[config.mk]
export PLATFORM = sky130hd
export DESIGN_NAME = pixel_edge_gen
export DESIGN_NICKNAME = d
export VERILOG_FILES = /design/src/rtl/pe_pkg.sv /design/src/rtl/pe_phase_ctr.sv /design/src/rtl/pe_cfg_regs.sv /design/src/rtl/pe_edge_gen.sv /design/src/rtl/pixel_edge_gen.sv
export SDC_FILE = /design/constraint.sdc
export NUM_CORES = 1
export LEC_CHECK = 0
export ABC_AREA = 1
export BUFFER_PORTS_ARGS = -buffer_cell sky130_fd_sc_hd__buf_2
export CAP_MARGIN = 25
export CORE_MARGIN = 2
export CORE_UTILIZATION = 68
export CTS_BUF_LIST = sky130_fd_sc_hd__clkbuf_4 sky130_fd_sc_hd__clkbuf_8
export CTS_CLUSTER_DIAMETER = 60
export DETAILED_ROUTE_END_ITERATION = 8
export GPL_TIMING_DRIVEN = 0
export PLACE_DENSITY = 0.87
export SYNTH_ARGS = -nofsm -noshare
export SYNTH_HDL_FRONTEND = slang
export SYNTH_SLANG_ARGS = --single-unit
[constraint.sdc]
create_clock -name clk -period 3.1 [get_ports clk]
set_clock_uncertainty 0.1 [all_clocks]
set_input_delay 0.155 -clock clk [delete_from_list [all_inputs] [get_ports clk]]
set_output_delay 0.155 -clock clk [all_outputs]
set_load 0.005 [all_outputs]
[src/rtl/pe_pkg.sv]
package pe_pkg;
  localparam int POS_W = 6;
  localparam int ADDR_W = 4;
  localparam logic [POS_W-1:0] HALF_POS = {1'b1, {(POS_W-1){1'b0}}};

  typedef enum logic [ADDR_W-1:0] {
    A_RG_RISE = 4'd0, A_RG_FALL = 4'd1, A_H1_RISE = 4'd2, A_H1_FALL = 4'd3,
    A_HL_RISE = 4'd4, A_HL_FALL = 4'd5, A_SHP_POS = 4'd6, A_SHD_POS = 4'd7,
    A_CTRL    = 4'd8
  } pe_addr_e;

  typedef struct packed {
    logic [POS_W-1:0] rg_rise;
    logic [POS_W-1:0] rg_fall;
    logic [POS_W-1:0] h1_rise;
    logic [POS_W-1:0] h1_fall;
    logic [POS_W-1:0] hl_rise;
    logic [POS_W-1:0] hl_fall;
    logic [POS_W-1:0] shp_pos;
    logic [POS_W-1:0] shd_pos;
    logic             rg_pol;
    logic             h1_pol;
    logic             hmode;
    logic             div2;
  } pe_cfg_t;

  localparam pe_cfg_t CFG_RST = '{
    rg_rise: '0, rg_fall: '0, h1_rise: '0, h1_fall: '0,
    hl_rise: '0, hl_fall: '0, shp_pos: '0, shd_pos: HALF_POS,
    rg_pol: 1'b0, h1_pol: 1'b0, hmode: 1'b1, div2: 1'b0};

  // Active window between two slot positions; equal positions give none,
  // a fall below the rise wraps across the pixel boundary.
  function automatic logic in_window(input logic [POS_W-1:0] s,
                                     input logic [POS_W-1:0] r,
                                     input logic [POS_W-1:0] f);
    if (r == f)     return 1'b0;
    else if (r < f) return (s >= r) && (s < f);
    else            return (s >= r) || (s < f);
  endfunction
endpackage

[src/rtl/pe_phase_ctr.sv]
module pe_phase_ctr #(
  parameter int W = pe_pkg::POS_W
) (
  input  logic         clk,
  input  logic         rst,
  input  logic         div2,
  output logic [W-1:0] ph_o,
  output logic         wrap_o
);
  localparam logic [W-1:0] PH_MAX = {W{1'b1}};

  logic tgl_q;
  logic adv;

  assign adv    = !div2 || tgl_q;
  assign wrap_o = adv && (ph_o == PH_MAX);

  always_ff @(posedge clk) begin
    if (rst) begin
      ph_o  <= '0;
      tgl_q <= 1'b0;
    end else begin
      tgl_q <= div2 ? ~tgl_q : 1'b0;
      if (adv) ph_o <= ph_o + 1'b1;
    end
  end

  p_step_r1: assert property (@(posedge clk) disable iff (rst)
    (adv && ph_o != PH_MAX) |=> (ph_o == $past(ph_o) + 1'b1));
  p_wrap_r1: assert property (@(posedge clk) disable iff (rst)
    (adv && ph_o == PH_MAX) |=> (ph_o == '0));
  p_hold_r8: assert property (@(posedge clk) disable iff (rst)
    (!adv) |=> $stable(ph_o));
endmodule

[src/rtl/pe_cfg_regs.sv]
module pe_cfg_regs
  import pe_pkg::*;
(
  input  logic              clk,
  input  logic              rst,
  input  logic              wr_en,
  input  logic [ADDR_W-1:0] wr_addr,
  input  logic [POS_W-1:0]  wr_data,
  input  logic              load,
  output pe_cfg_t           act_o
);
  pe_cfg_t shd_q;

  always_ff @(posedge clk) begin
    if (rst) begin
      shd_q <= CFG_RST;
      act_o <= CFG_RST;
    end else begin
      if (wr_en) begin
        case (wr_addr)
          A_RG_RISE: shd_q.rg_rise <= wr_data;
          A_RG_FALL: shd_q.rg_fall <= wr_data;
          A_H1_RISE: shd_q.h1_rise <= wr_data;
          A_H1_FALL: shd_q.h1_fall <= wr_data;
          A_HL_RISE: shd_q.hl_rise <= wr_data;
          A_HL_FALL: shd_q.hl_fall <= wr_data;
          A_SHP_POS: shd_q.shp_pos <= wr_data;
          A_SHD_POS: shd_q.shd_pos <= wr_data;
          A_CTRL: begin
            shd_q.rg_pol <= wr_data[0];
            shd_q.h1_pol <= wr_data[1];
            shd_q.hmode  <= wr_data[2];
            shd_q.div2   <= wr_data[3];
          end
          default: ;
        endcase
      end
      if (load) act_o <= shd_q;
    end
  end

  p_stage_r9: assert property (@(posedge clk) disable iff (rst)
    (!load) |=> $stable(act_o));
endmodule

[src/rtl/pe_edge_gen.sv]
module pe_edge_gen #(
  parameter int W = pe_pkg::POS_W
) (
  input  logic         clk,
  input  logic         rst,
  input  logic [W-1:0] slot,
  input  logic [W-1:0] rise,
  input  logic [W-1:0] fall,
  input  logic         pol,
  output logic         q
);
  always_ff @(posedge clk) begin
    if (rst) q <= 1'b0;
    else     q <= pol ^ pe_pkg::in_window(slot, rise, fall);
  end

  p_equal_idle_r3: assert property (@(posedge clk) disable iff (rst)
    (rise == fall) |=> (q == $past(pol)));
endmodule

[src/rtl/pixel_edge_gen.sv]
module pixel_edge_gen #(
  parameter int NH = 8
) (
  input  logic                      clk,
  input  logic                      rst,
  input  logic                      wr_en,
  input  logic [pe_pkg::ADDR_W-1:0] wr_addr,
  input  logic [pe_pkg::POS_W-1:0]  wr_data,
  output logic [pe_pkg::POS_W-1:0]  slot_o,
  output logic                      rg_o,
  output logic [NH-1:0]             h_o,
  output logic                      hl_o,
  output logic                      shp_o,
  output logic                      shd_o,
  output logic                      clk_inv_o
);
  import pe_pkg::*;
  localparam int NEDGE = 3;

  pe_cfg_t          act;
  logic [POS_W-1:0] ph;
  logic             wrap;
  logic             mode_q;
  logic [POS_W-1:0] rise_a [NEDGE];
  logic [POS_W-1:0] fall_a [NEDGE];
  logic             pol_a  [NEDGE];
  logic             edge_q [NEDGE];

  pe_phase_ctr #(.W(POS_W)) u_ctr (
    .clk(clk), .rst(rst), .div2(act.div2), .ph_o(ph), .wrap_o(wrap));

  pe_cfg_regs u_regs (
    .clk(clk), .rst(rst), .wr_en(wr_en), .wr_addr(wr_addr),
    .wr_data(wr_data), .load(wrap), .act_o(act));

  assign rise_a[0] = act.rg_rise; assign fall_a[0] = act.rg_fall; assign pol_a[0] = act.rg_pol;
  assign rise_a[1] = act.h1_rise; assign fall_a[1] = act.h1_fall; assign pol_a[1] = act.h1_pol;
  assign rise_a[2] = act.hl_rise; assign fall_a[2] = act.hl_fall; assign pol_a[2] = 1'b0;

  for (genvar g = 0; g < NEDGE; g++) begin : g_edge
    pe_edge_gen #(.W(POS_W)) u_edge (
      .clk(clk), .rst(rst), .slot(ph), .rise(rise_a[g]), .fall(fall_a[g]),
      .pol(pol_a[g]), .q(edge_q[g]));
  end

  always_ff @(posedge clk) begin
    if (rst) begin
      slot_o <= '0;
      shp_o  <= 1'b0;
      shd_o  <= 1'b0;
      mode_q <= 1'b0;
    end else begin
      slot_o <= ph;
      shp_o  <= (ph == act.shp_pos);
      shd_o  <= (ph == act.shd_pos);
      mode_q <= act.hmode;
    end
  end

  assign rg_o      = edge_q[0];
  assign hl_o      = edge_q[2];
  assign clk_inv_o = ~clk;

  for (genvar i = 0; i < NH; i++) begin : g_hfan
    if (i % 2 == 1) begin : g_anti
      assign h_o[i] = mode_q ? ~edge_q[1] : edge_q[1];
    end else begin : g_same
      assign h_o[i] = edge_q[1];
    end
  end

  p_shp_slot_r7: assert property (@(posedge clk) disable iff (rst)
    shp_o |-> (slot_o == $past(act.shp_pos)));
  p_shd_slot_r7: assert property (@(posedge clk) disable iff (rst)
    shd_o |-> (slot_o == $past(act.shd_pos)));
  p_fanout_r5: assert property (@(posedge clk) disable iff (rst)
    mode_q |-> (h_o[1] == ~h_o[0] && h_o[2] == h_o[0]));
endmodule

==> flow_summary_export.csv <==
group,metric,value,unit
status,outcome,"completed",
sta,rsz0062_at_grt,"false",
final_layout,top_library_cells_by_usage_in_the_layout_fill_and_taps_aside,"sky130_fd_sc_hd__dfxtp_1 (123), sky130_fd_sc_hd__nor2_1 (117), sky130_fd_sc_hd__nand2_1 (113)",
final_layout,post_route_cells_drive_above_1_share,9.818,%
global_route,grt_pass1_vias,5465,
critical_path,crit_path_top_delay_cell,"sky130_fd_sc_hd__dfxtp_1",
worst_hold_path,hold-path-endpoint,"u_regs.shd_q[48]",
critical_path,worstSetupStartpointType,"flop",
critical_path,crit_path_max_incr_delay,0.81,ns
final_layout,design.final.nets,877,
critical_path,launch_instance_of_the_worst_register_to_register_path,"u_ctr.ph_o[1]",
critical_path,critical_path_arrival,2.71,ns
place,place_inst,897,
final_layout,final_common_cell,"sky130_fd_sc_hd__dfxtp_1",
synthesis,post_synthesis_net_count,833,
drt,ant_nets,0,
critical_path,setup.worst_path.class,"reg2reg",
critical_path,crit_fanout,12,
sta,finalHoldViolCount,0,
clock_network,max-clock-path-buffers,2,
floorplanning,core,8217,um2
sta,timing.slew.headroom,48.76,%
critical_path,reg2reg_setup_slack,0.59,ns
sta,final.hold.worst_slack,0.06423,ns
final_layout,fill_cells,539,
synthesis,synth-warning-count,0,
synthesis,syn-cell-area,5752,um2
sta,setup_tns,0,ns
final_layout,antenna_cells,0,
worst_hold_path,hold_path_depth,4,
global_route,grt_ovf,0,
job,max_cap_violations,0,
drt,wire_per_inst,17.39,um
drt,total_drc_errors_in_the_routed_layout,0,
global_route,global_route.usage.total,37.64,%
global_route,grt_first_pass_wirelength,25.67,mm
global_route,grt_antenna_before_repair,0,
synthesis,synthDominantAreaCellType,"sky130_fd_sc_hd__dfxtp_1",
worst_hold_path,worst_hold_path_type,"in2reg",
critical_path,crit_required,3.30,ns
sta,worst_margin_slew,0.7676,ns
pwr,post-layout-total-power,3.485,mW
drt,routed_wl,16.17,mm
final_layout,multi_input_logic_area,2724,um2
drt,first_iter_violations,656,
final_layout,ff_latch_area,2462,um2
floorplanning,floorplan.initialDensity,70.00,%
synthesis,synth.yosys.seq_area_share,42.81,%
clock_network,worst_skew_pair.late_latency,0.44,ns
sta,achievable-frequency,397.9,MHz
clock_network,clk_pin_slew_worst_paths,0.08,ns
critical_path,end_kind,"flop",
synthesis,yosys.area.top_type_share,42.81,%
final_layout,stdcell_count,930,
sta,final_period_minus_worst_setup_slack,2.513,ns
clock_network,cts_made_buffers,17,
floorplanning,die_height,95.97,um
sta,report.final.slew_viol_count,0,
clock_network,cts_tree,"done",
global_route,pin_count_of_the_biggest_net_entering_global_routing,17,
place,dp_wirelength,10.51,mm
synthesis,avgSynthCellArea,7.489,um2
drt,routed-via-count,5502,
synthesis,synth_area_leaders,"sky130_fd_sc_hd__dfxtp_1 (43%), sky130_fd_sc_hd__ha_1 (11%), sky130_fd_sc_hd__o21ai_0 (8.1%)",
synthesis,post_synth_num_cell_types,33,
drt,detailedRoute.firstPassIterationCount,7,
clock_network,clock_tree.htree_level_count,4,
floorplanning,horiz_die_dim,95.97,um
pwr,powerDensity,538.4,nW/um2
critical_path,crit_path_cell_trace,"ha_1 -> nand2_1 -> nor2_4 -> nand4_4 -> clkbuf_2 -> o21ai_0 -> a21oi_1",
clock_network,root_buffer,"sky130_fd_sc_hd__clkbuf_8",
final_layout,areaGrowthSynthToFinish,12.53,%
place,numPortBuffers,24,
pwr,p_leak,2.930,nW
synthesis,synth_cells,768,
drt,routed_via_density,5.916,
sta,report.final.setup_viol,0,
place,gp_routability_congestion,0.8852,
sta,finalCritPeriodShare,81.08,%
floorplanning,placement_rows,33,
worst_hold_path,hold_path_startpoint,"wr_addr[0]",
floorplanning,full_die_area,9210,um2
critical_path,worstReg2RegEnd,"u_regs.act_o[48]",
final_layout,core_occupancy_in_the_finished_layout,78.77,%
synthesis,ys_seq_elements,123,
pwr,vdd.ir_drop.worst,0.7537,mV
critical_path,cells_on_worst_reg2reg_path,7,
floorplanning,num_io_pins,32,
## cell usage after synthesis
cell type	instances
sky130_fd_sc_hd__o21ai_0	93
sky130_fd_sc_hd__nor4_1	1
sky130_fd_sc_hd__xnor2_1	3
sky130_fd_sc_hd__o2111ai_1	2
sky130_fd_sc_hd__buf_2	4
sky130_fd_sc_hd__inv_2	4
sky130_fd_sc_hd__nor3_1	3
sky130_fd_sc_hd__clkbuf_1	13
sky130_fd_sc_hd__a21boi_0	2
sky130_fd_sc_hd__o221ai_1	1
sky130_fd_sc_hd__buf_6	1
sky130_fd_sc_hd__nand2_1	113
sky130_fd_sc_hd__nand3_1	15
sky130_fd_sc_hd__nand4_4	1
sky130_fd_sc_hd__o22ai_1	2
sky130_fd_sc_hd__nor2_2	2
sky130_fd_sc_hd__nor2_1	117
sky130_fd_sc_hd__dfxtp_1	123
sky130_fd_sc_hd__nor2_4	1
sky130_fd_sc_hd__o21bai_1	1
sky130_fd_sc_hd__buf_1	7
sky130_fd_sc_hd__and3_1	2
sky130_fd_sc_hd__ha_1	52
sky130_fd_sc_hd__inv_1	97
sky130_fd_sc_hd__o211a_1	1
sky130_fd_sc_hd__a21oi_1	87
sky130_fd_sc_hd__nand4_1	3
sky130_fd_sc_hd__a221oi_1	1
sky130_fd_sc_hd__o211ai_1	2
sky130_fd_sc_hd__clkbuf_2	4
sky130_fd_sc_hd__a31oi_1	1
sky130_fd_sc_hd__xor2_1	1
sky130_fd_sc_hd__buf_4	8
## cell type report
class | count | area share [%]
buffer | 37 | 2.880
clock buffer | 21 | 4.330
clock inverter | 13 | 2.900
inverter | 100 | 5.799
multi-input combinational | 507 | 42.08
sequential | 123 | 38.04
tap | 105 | 2.030
timing repair buffer | 24 | 1.933
## worst max path at each step
stage	from	slack, ns	cells past startpoint	to
6_report	u_ctr.ph_o[1]	0.59	7	u_regs.act_o[48]
5_1_grt	u_ctr.ph_o[1]	0.46	7	u_regs.act_o[41]
4_1_cts	u_ctr.ph_o[1]	0.66	7	u_regs.act_o[33]
3_5_place_dp	u_ctr.ph_o[1]	0.76	7	u_regs.act_o[8]
3_3_place_gp	u_ctr.ph_o[1]	0.79	7	u_regs.act_o[8]
2_1_floorplan	clk	1.25	1	clk_inv_o
## report_power, final
part	leakage (nW)	switching [mW]	internal, mW
clock	0.244	0.692	0.960
combinational	1.69	0.139	0.0692
sequential	0.994	0.0244	1.60
total	2.93	0.855	2.63
## critical path: cells and delay by family (launching register included)
family                   cells  cell delay (ns)
AO/OA/AOI/OAI                2             0.35
buffers and inverters        1             0.32
flip-flops                   1             0.81
AND/OR/NAND/NOR              3             0.47
adder cells (fa/ha/maj)      1             0.32
## per-layer routing
layer  vias up  GRT usage, %  wire length (um)
li1       2573             -                 -
met1      2524         41.36              5927
met2       314         63.29              7960
met4         0         26.07               861
met5         -             0                 0
met3        91         9.867              1425
## stage by stage
stage / cell area, um2 / setup slack [ns]
floorplan: 5752 / 1.252
global placement: 6003 / 0.7887
detailed placement: 6003 / 0.7560
CTS: 6472 / 0.6612
global route: 6472 / 0.4619
finish: 6472 / 0.5865
## sequential cells by signal, summed over array words and instances (netlist names)
name             flops
u_regs.act_o        52
g_edge.u_edge.q      3
mode_q               1
u_regs.shd_q        52
u_ctr.tgl_q          1
u_ctr.ph_o           6
slot_o               6
shd_o                1
shp_o                1
## kinds of logic after synthesis
logic type / share of synthesized area (%)
adders and majority gates: 11.31
AOI/OAI and AO/OA: 17.42
buffers and inverters: 9.833
and+or+nand+nor: 18.01
DFF: 42.81
xor gates and xnor gates: 0.6092
## timing repair
| item | CTS | global route |
|---|---|---|
| hold endpoints to repair | 5 | 0 |
| buffers inserted | 0 | 0 |
| hold buffers | 1 | 0 |
| resized for setup | 0 | 0 |
(Power assumes the default switching activity.)
